<file path="src/rtl/pkf_pkg.sv">
package pkf_pkg;

    // Accepted-operation summary for one cycle
    typedef struct packed {
        logic push_ok;
        logic pop_ok;
        logic ovf;
        logic unf;
    } pkf_ops_t;

    // Net effect of the accepted operations on the fill count
    typedef enum logic [1:0] {
        PKF_IDLE = 2'd0,
        PKF_GROW = 2'd1,
        PKF_SHRINK = 2'd2,
        PKF_SWAP = 2'd3
    } pkf_move_e;

    function automatic pkf_ops_t pkf_decide(
        input logic push_req,
        input logic pop_req,
        input logic is_full,
        input logic is_empty
    );
        pkf_ops_t r;
        r.pop_ok  = pop_req && !is_empty;
        r.push_ok = push_req && (!is_full || r.pop_ok);
        r.ovf     = push_req && is_full && !pop_req;
        r.unf     = pop_req && is_empty;
        return r;
    endfunction

    function automatic pkf_move_e pkf_move(input pkf_ops_t o);
        pkf_move_e m;
        unique case ({o.push_ok, o.pop_ok})
            2'b10:   m = PKF_GROW;
            2'b01:   m = PKF_SHRINK;
            2'b11:   m = PKF_SWAP;
            default: m = PKF_IDLE;
        endcase
        return m;
    endfunction

endpackage

</file>
<file path="src/rtl/pkf_ctrl.sv">
module pkf_ctrl
    import pkf_pkg::*;
#(
    parameter int DEPTH = 8,
    parameter int AW    = 3,
    parameter int CW    = 4
) (
    input  logic          clk,
    input  logic          rst,
    input  logic          push_en,
    input  logic          pop_en,
    output logic [AW-1:0] head,
    output logic [AW-1:0] tail,
    output logic [CW-1:0] count,
    output logic          push_ok,
    output logic          pop_ok,
    output logic          overflow,
    output logic          underflow
);

    localparam logic [AW-1:0] LAST = AW'(DEPTH - 1);
    localparam logic [CW-1:0] CAP  = CW'(DEPTH);

    pkf_ops_t  ops;
    pkf_move_e move;
    logic      cnt_full;
    logic      cnt_empty;

    function automatic logic [AW-1:0] advance(input logic [AW-1:0] p);
        return (p == LAST) ? '0 : p + AW'(1);
    endfunction

    always_comb begin
        cnt_full  = (count == CAP);
        cnt_empty = (count == '0);
        ops       = pkf_decide(push_en, pop_en, cnt_full, cnt_empty);
        move      = pkf_move(ops);
        push_ok   = ops.push_ok;
        pop_ok    = ops.pop_ok;
    end

    always_ff @(posedge clk) begin
        if (rst) begin
            head      <= '0;
            tail      <= '0;
            count     <= '0;
            overflow  <= 1'b0;
            underflow <= 1'b0;
        end else begin
            overflow  <= ops.ovf;
            underflow <= ops.unf;
            if (ops.push_ok) tail <= advance(tail);
            if (ops.pop_ok)  head <= advance(head);
            unique case (move)
                PKF_GROW:   count <= count + CW'(1);
                PKF_SHRINK: count <= count - CW'(1);
                default:    count <= count;
            endcase
        end
    end

endmodule

</file>
<file path="src/rtl/pkf_store.sv">
module pkf_store #(
    parameter int WIDTH = 8,
    parameter int DEPTH = 8,
    parameter int AW    = 3
) (
    input  logic             clk,
    input  logic             rst,
    input  logic             wr_en,
    input  logic [AW-1:0]    wr_addr,
    input  logic [WIDTH-1:0] wr_data,
    input  logic             rd_en,
    input  logic [AW-1:0]    rd_addr,
    input  logic [AW-1:0]    pk_addr,
    input  logic             pk_kill,
    output logic [WIDTH-1:0] pop_data,
    output logic             pop_valid,
    output logic [WIDTH-1:0] peek_data
);

    logic [WIDTH-1:0] mem [DEPTH];

    // One write-enabled register per entry
    for (genvar i = 0; i < DEPTH; i++) begin : g_entry
        always_ff @(posedge clk) begin
            if (wr_en && (wr_addr == AW'(i))) mem[i] <= wr_data;
        end
    end

    always_ff @(posedge clk) begin
        if (rst) begin
            pop_data  <= '0;
            pop_valid <= 1'b0;
        end else begin
            pop_valid <= rd_en;
            if (rd_en) pop_data <= mem[rd_addr];
        end
    end

    always_comb begin
        peek_data = pk_kill ? '0 : mem[pk_addr];
    end

endmodule

</file>
<file path="src/rtl/pkf_status.sv">
module pkf_status #(
    parameter int DEPTH = 8,
    parameter int CW    = 4
) (
    input  logic [CW-1:0] count,
    input  logic [CW-1:0] level,
    output logic          empty,
    output logic          half_full,
    output logic          full,
    output logic          at_level
);

    localparam logic [CW-1:0] CAP  = CW'(DEPTH);
    localparam logic [CW-1:0] HALF = CW'(DEPTH / 2);

    always_comb begin
        empty     = (count == '0);
        full      = (count == CAP);
        half_full = (count >= HALF);
        at_level  = (count >= level);
    end

endmodule

</file>
<file path="src/rtl/pkf_peek_map.sv">
module pkf_peek_map #(
    parameter int DEPTH = 8,
    parameter int AW    = 3,
    parameter int CW    = 4
) (
    input  logic [AW-1:0] head,
    input  logic [AW-1:0] offset,
    input  logic [CW-1:0] count,
    output logic [AW-1:0] addr,
    output logic          bad
);

    localparam logic [AW:0] SPAN = (AW + 1)'(DEPTH);

    logic [AW:0] sum;
    logic [AW:0] wrapped;

    always_comb begin
        sum     = {1'b0, head} + {1'b0, offset};
        wrapped = (sum >= SPAN) ? (sum - SPAN) : sum;
        addr    = wrapped[AW-1:0];
        bad     = (CW'(offset) >= count);
    end

endmodule

</file>
<file path="src/rtl/peek_fifo.sv">
module peek_fifo #(
    parameter int WIDTH = 8,
    parameter int DEPTH = 8,
    localparam int AW   = $clog2(DEPTH),
    localparam int CW   = AW + 1
) (
    input  logic             clk,
    input  logic             rst,
    input  logic             push_en,
    input  logic [WIDTH-1:0] push_data,
    input  logic             pop_en,
    output logic [WIDTH-1:0] pop_data,
    output logic             pop_valid,
    input  logic [AW-1:0]    peek_off,
    output logic [WIDTH-1:0] peek_data,
    output logic             peek_bad,
    input  logic [CW-1:0]    level,
    output logic [CW-1:0]    count,
    output logic             empty,
    output logic             half_full,
    output logic             full,
    output logic             at_level,
    output logic             overflow,
    output logic             underflow
);

    logic [AW-1:0] head;
    logic [AW-1:0] tail;
    logic          push_ok;
    logic          pop_ok;
    logic [AW-1:0] pk_addr;

    pkf_ctrl #(.DEPTH(DEPTH), .AW(AW), .CW(CW)) ctrl_i (
        .clk       (clk),
        .rst       (rst),
        .push_en   (push_en),
        .pop_en    (pop_en),
        .head      (head),
        .tail      (tail),
        .count     (count),
        .push_ok   (push_ok),
        .pop_ok    (pop_ok),
        .overflow  (overflow),
        .underflow (underflow)
    );

    pkf_peek_map #(.DEPTH(DEPTH), .AW(AW), .CW(CW)) map_i (
        .head   (head),
        .offset (peek_off),
        .count  (count),
        .addr   (pk_addr),
        .bad    (peek_bad)
    );

    pkf_store #(.WIDTH(WIDTH), .DEPTH(DEPTH), .AW(AW)) store_i (
        .clk       (clk),
        .rst       (rst),
        .wr_en     (push_ok),
        .wr_addr   (tail),
        .wr_data   (push_data),
        .rd_en     (pop_ok),
        .rd_addr   (head),
        .pk_addr   (pk_addr),
        .pk_kill   (peek_bad),
        .pop_data  (pop_data),
        .pop_valid (pop_valid),
        .peek_data (peek_data)
    );

    pkf_status #(.DEPTH(DEPTH), .CW(CW)) status_i (
        .count     (count),
        .level     (level),
        .empty     (empty),
        .half_full (half_full),
        .full      (full),
        .at_level  (at_level)
    );

endmodule

</file>
<file path="config.mk">
export PLATFORM = sky130hd
export DESIGN_NAME = peek_fifo
export DESIGN_NICKNAME = d
export VERILOG_FILES = /design/src/rtl/pkf_pkg.sv /design/src/rtl/pkf_ctrl.sv /design/src/rtl/pkf_store.sv /design/src/rtl/pkf_status.sv /design/src/rtl/pkf_peek_map.sv /design/src/rtl/peek_fifo.sv
export SDC_FILE = /design/constraint.sdc
export NUM_CORES = 1
export LEC_CHECK = 0
export BUFFER_PORTS_ARGS = -buffer_cell sky130_fd_sc_hd__buf_2
export CAP_MARGIN = 15
export CORE_MARGIN = 10
export CORE_UTILIZATION = 53
export DETAILED_ROUTE_END_ITERATION = 7
export PLACE_DENSITY = 0.76
export SYNTH_ARGS = -nofsm -noshare
export SYNTH_HDL_FRONTEND = slang
export SYNTH_HIERARCHICAL = 1
export SYNTH_SLANG_ARGS = --single-unit
</file>
<file path="constraint.sdc">
create_clock -name clk -period 2.7 [get_ports clk]
set_input_delay 0.54 -clock clk [delete_from_list [all_inputs] [get_ports clk]]
set_output_delay 0.54 -clock clk [all_outputs]
set_load 0.01 [all_outputs]
</file>
* Word level (Yosys, flattened, before mapping)
Memory sizes are Yosys's and may differ from the RTL's. A register that Yosys moved wholly into a read port is not among the register bits.
Cells that the tools add are included.
** Word-level totals
- Register bits after elaboration :: 13
- Latch bits :: 0
- RAM bits :: 64
- Memory bits (read-only) :: 0
- Input port bits :: 19
- Output and inout bits :: 28
- Memories :: 1
** Memories
- store_i.mem :: words 8, width 8, rd ports 2, clocked after Yosys merged registers in 1, write ports 1, RTL line pkf_store.sv:20 : logic [WIDTH-1:0] mem [DEPTH];
** Cells by class
- $add $sub $neg :: 6
- Multiply operators :: 0
- Divide/modulo/power cells :: 0
- Order comparisons :: 4
- Equal/unequal tests :: 14
- Shift-type cells :: 0
- Muxes and demuxes :: 43
- Bitwise logic cells :: 0
- Reductions and logical operators :: 27
** Operator list (number)
- 8-bit two-way mux :: 8
- 8-bit OR reduction :: 7
- 3-bit two-way mux :: 10
- 1-bit two-way mux :: 23
- 3-bit == test, second input constant :: 5
- 1-bit logical AND :: 13
- 4-bit case mux with 2 select lines :: 1
- 3-bit by 1-bit adder with 3-bit output, second input constant :: 2
- 2-bit == test, second input constant :: 3
- 3-bit by 2-bit == test with 1-bit output, second input constant :: 2
- 2-bit case mux with 3 select lines :: 1
- 3-bit by 3-bit adder with 4-bit output :: 1
- 4-bit by 1-bit adder with 4-bit output, second input constant :: 1
- 2-bit by 1-bit == test with 1-bit output, second input constant :: 2
- 4-bit == test, second input constant :: 1
- 3-bit by 4-bit greater-or-equal comparator with 1-bit output :: 1
- 4-bit by 3-bit greater-or-equal comparator with 1-bit output, second input constant :: 1
- 4-bit greater-or-equal comparator :: 1
- 4-bit greater-or-equal comparator, second input constant :: 1
- 4-bit logical NOT :: 1
- 4-bit by 1-bit subtractor with 4-bit output, second input constant :: 1
- 3-bit by 1-bit == test with 1-bit output, second input constant :: 1
- 1-bit logical NOT :: 3
- 3-bit logical NOT :: 1
- 3 further kinds :: 3

* Logic depth before layout (Yosys ltp)
- Depth after elaboration :: 16
- Depth in mapped cells :: 9

* Hierarchy
The synthesis kept the hierarchy.
** Modules (own cells, without submodules)
- pkf_store :: times used 1, cells an instance 201, area each 3370.7 µm², seq. area each 2102.0 µm²
- pkf_ctrl :: times used 1, cells an instance 71, area each 639.4 µm², seq. area each 240.2 µm²
- pkf_status :: times used 1, cells an instance 16, area each 140.1 µm², seq. area each 0.0 µm²
- pkf_peek_map :: times used 1, cells an instance 18, area each 136.4 µm², seq. area each 0.0 µm²

* Worst setup path before layout
OpenSTA, ideal clock, no wires.
- Kind :: input to output
- From :: input peek_off[0]
- To :: output peek_data[1]
- Arrival time :: 2.280 ns
- Setup slack :: -0.120 ns
- Cell stages on the path :: 9
- Buffers on the path :: 2
- Cell sequence :: ha_1 -> inv_1 -> fa_1 -> inv_1 -> clkbuf_2 -> buf_1 -> mux4_2 -> mux2i_1 -> nor2_1
** On the way
- Cells in the longest elaborated chain, start to end :: 5
- Elaborated cells on any way between the ends :: 7
- Those cells by class :: 2 x add/sub; 2 x order compare; 2 x mux; 1 x memory
** RTL lines
- start: declaration :: RTL line peek_fifo.sv:14 : input logic [AW-1:0] peek_off,
- 3-bit by 3-bit adder with 4-bit output (*) :: RTL line pkf_peek_map.sv:19 : sum = {1'b0, head} + {1'b0, offset};
- 4-bit greater-or-equal comparator or 3-bit by 1-bit subtractor with 3-bit output (tied branches) :: RTL line pkf_peek_map.sv:20 : wrapped = (sum >= SPAN) ? (sum - SPAN) : sum;
- 3-bit two-way mux (*) :: RTL line pkf_peek_map.sv:20
- via pk_addr[1] :: RTL line peek_fifo.sv:31 : logic [AW-1:0] pk_addr;
- memory read 8 x 8 bit (*)
- 8-bit two-way mux (*) :: RTL line pkf_store.sv:40 : peek_data = pk_kill ? '0 : mem[pk_addr];
- end: declaration :: RTL line peek_fifo.sv:15 : output logic [WIDTH-1:0] peek_data,
The timed path passes the listed nets; every way through them passes the cells marked *.

* Worst setup path in the final report
- From :: register ctrl_i.head[0]
- To :: output peek_data[3]
** On the way
- Cells in the longest elaborated chain, start to end :: 5
- Elaborated cells on any way between the ends :: 6
- Those cells by class :: 2 x add/sub; 1 x order compare; 2 x mux; 1 x memory
** RTL lines
- start: declaration :: RTL line pkf_ctrl.sv:12 : output logic [AW-1:0] head,
- start signal: assignment :: RTL line pkf_ctrl.sv:53 : if (ops.pop_ok) head <= advance(head);
- 3-bit by 3-bit adder with 4-bit output (*) :: RTL line pkf_peek_map.sv:19
- 4-bit greater-or-equal comparator or 3-bit by 1-bit subtractor with 3-bit output (tied branches) :: RTL line pkf_peek_map.sv:20
- 3-bit two-way mux (*) :: RTL line pkf_peek_map.sv:20
- via pk_addr[1] :: RTL line peek_fifo.sv:31
- memory read 8 x 8 bit (*)
- 8-bit two-way mux (*) :: RTL line pkf_store.sv:40
Marked as above.

==> results.cfg <==
[synth]
synth_area_sq_um = 4287
async_flop_share_pct = 0
yosysSeqAreaShare_pct = 54.64
syn_inst = 306
synth.area.top_cells = edfxtp_1, dfxtp_1, mux4_2
synth_cell_types = 51
synth_edf_count = 64
synth_warnings = 6
syn_nets = 339
yosysMostFrequentCell = edfxtp_1
ys_ff_latch = 85
yosysTopAreaCell = edfxtp_1
avgSynthCellArea_sq_um = 14.01
ys.flop_type = edfxtp_1
synth_top_area_share_pct = 44.83
synth_common_cells = edfxtp_1, nor2_1, mux2i_1, dfxtp_1

[die]
die_w_microns = 109.9
start_util_pct = 54.90
fp-row-count = 32
dieArea_sq_um = 12090
core_area_sq_um = 7807
die_h_microns = 109.9
ios = 47

[place]
dpl_worst_slack_ns = -0.1441
gp_congestion = 0.7571
dp_hpwl_mm = 6.213
place.port_buffers = 46

[timing]
tightest_slew_ns = 0.7837
period_share_pct = 105.9
max_freq_mhz = 349.7
maxSlewViolCount = 0
hold_viol_final = 0
rsz0062_at_grt = yes
final.setup.tns_ns = -0.8308
setup_violations = 8
clock_skew_ns = 0.009048
period_needed_ns = 2.859
fin_ws_ns = -0.1594
timing.slew.headroom_pct = 47.56

[clock_tree]
clockBufferDepth = 2
insertion_delay_ns = 0.36
clock-sinks = 85
clkTransAtPathRegs_ns = 0.09
htreeDepth = 3
cts_buffers = 9
post_cts_buffers = 0
cts_root_buffer = clkbuf_8
cts_tree = done

[route]
drt-initial-drc-count = 189
vias_per_cell = 5.877
num_vias = 2774
first_pass_iters = 4
drc = 0
antenna_left = 0
post_drt_wl_per_cell_microns = 19.69
finalWirelength_mm = 9.296

[cells_and_area]
n_antenna_cell = 0
drive_above_1_share_pct = 35.95
area_delta_synth_final_pct = 14.94
fillers = 611
nNetsFinal = 398

[power]
power_switching_mw = 1.264
internal_power_mw = 2.624
power.total_mw = 3.888
ir_worst_vdd_mv = 0.3833
power_density_nw_per_um2 = 789.0
power_frac_seq_pct = 39.8
p_comb_share_pct = 36.7
swShare_pct = 32.51
p_leak_nw = 1.869
p_clk_share_pct = 23.5

[critical_path]
critPathKind = register to output port
cp-start-kind = register
slowest_delay_ns = 0.55
end_kind = output port
path_cells = ha_4, inv_2, fa_2, inv_4, buf_12, mux4_2, mux2i_1, nor2_1, buf_2
crit_slowest_cell = fa_2
crit_family = adder cells
critical_path_arrival_ns = 2.32
crit_required_ns = 2.16
critPathBufInv = 4
cp_max_fo = 8

[global_routing]
antenna_found_initial = 0
grt_max_degree = 36
grt_pass1_vias = 2781
grt_pass1_wl_mm = 14.50
grt_overflow_total = 0
grtUsageTotal_pct = 15.87

[flow_run]
drv_cap = 0

[worst_hold_path]
hold_class = input port to register

[status]
violations = negative setup slack
run_status = complete, but fails checks
==> placed cells by master (no fill, tap or decap), types with 2 or more instances in the layout <==
cell type  netlist  final
clkinv_4         0      2
mux4_2          16     16
a211oi_1         4      4
buf_12           2      3
a211oi_2         5      5
nand3_1          4      4
nor3_1           8      8
clkbuf_8         0      9
buf_4            2     15
or3_1            2      2
o221ai_1         3      3
a21oi_1          5      5
o22ai_1          5      5
edfxtp_1        64     64
nand2b_1         5      5
nand2_1         11     11
a22oi_1          3      3
mux2_2          16     16
and2b_1          2      2
ha_1            13     12
a221o_1          5      5
nor4b_1          2      2
buf_2            3     46
nor2_1          30     30
mux2i_1         26     26
nor2b_1          2      2
inv_6            0      2
xnor2_1          3      2
dfxtp_1         21     20
inv_1           14     12
==> sequential cells by signal, indices dropped and copies added (netlist names) <==
name / cells
store_i/mem: 64
store_i/pop_data: 8
ctrl_i/count: 4
ctrl_i/head: 3
ctrl_i/tail: 3
ctrl_i/overflow: 1
ctrl_i/underflow: 1
store_i/pop_valid: 1
==> logic make-up after synthesis <==
group	share of synthesized area [%]
flops	54.64
simple gates	8.698
mux	18.68
compound gates	8.261
buf+inv	4.641
fa+ha+maj	4.262
xor+xnor	0.8174
==> what timing repair did <==
action	4_1_cts	5_1_grt
endpoints found under the setup margin	8	8
pin swaps	0	5
hold buffers	0	0
cloned	0	1
resized for setup	2	6
==> power groups by stage <==
stage	logic (mW)	clock network, mW	registers, mW
finish	1.43	0.912	1.55
global route	1.55	0.985	1.56
CTS	1.39	0.932	1.55
detailed placement	1.38	0	1.58
global placement	1.35	0	1.57
floorplan	0.980	0	1.61
==> metal layers <==
layer | vias up | track usage, % | wire length, microns
met1 | 1356 | 19.45 | 3847
li1 | 1301 | - | -
met2 | 102 | 25.99 | 4489
met4 | 0 | 6.506 | 165
met5 | - | 0 | 0
met3 | 15 | 4.272 | 793
==> area by class of cell <==
class	count	area (sq um)	share of cell area [%]
flip-flops and latches	85	2344	47.56
multi-input cells	190	1768	35.88
repair buffers	65	427.9	8.685
well taps	102	127.6	2.590
clock buffers	9	123.9	2.514
clock inverters	7	81.33	1.651
inverters	14	55.05	1.117
==> path summary, 6_finish.rpt <==
path	startpoint	to	slack, ns	cells past startpoint
hold / removal	push_data[4]	store_i/mem[4][4]	0.44	1
setup reg to reg	ctrl_i/count[1]	ctrl_i/count[2]	0.60	7
hold reg to reg	store_i/pop_data[4]	store_i/pop_data[4]	0.50	2
setup / recovery	ctrl_i/head[0]	peek_data[3]	-0.16	9
==> worst reg2reg max path, delay by kind of cell (launching register included) <==
family,cells,cell delay [ns]
buf+inv,1,0.18
fa+ha+maj,1,0.22
simple gates,2,0.68
compound gates,2,0.50
xor+xnor,1,0.07
flops,1,0.32
==> stage by stage <==
stage	util (%)	instances	instance area, sq um	hold slack [ns]
after detailed placement	59.82	455	4671	0.4805
after floorplan	-	306	4288	0.4958
after CTS	62.55	471	4883	0.4326
final	63.11	472	4927	0.4386
after global routing	63.11	472	4927	0.4564
after global placement	59.82	455	4671	0.4773
No activity file was read; power rests on OpenSTA's default activity.
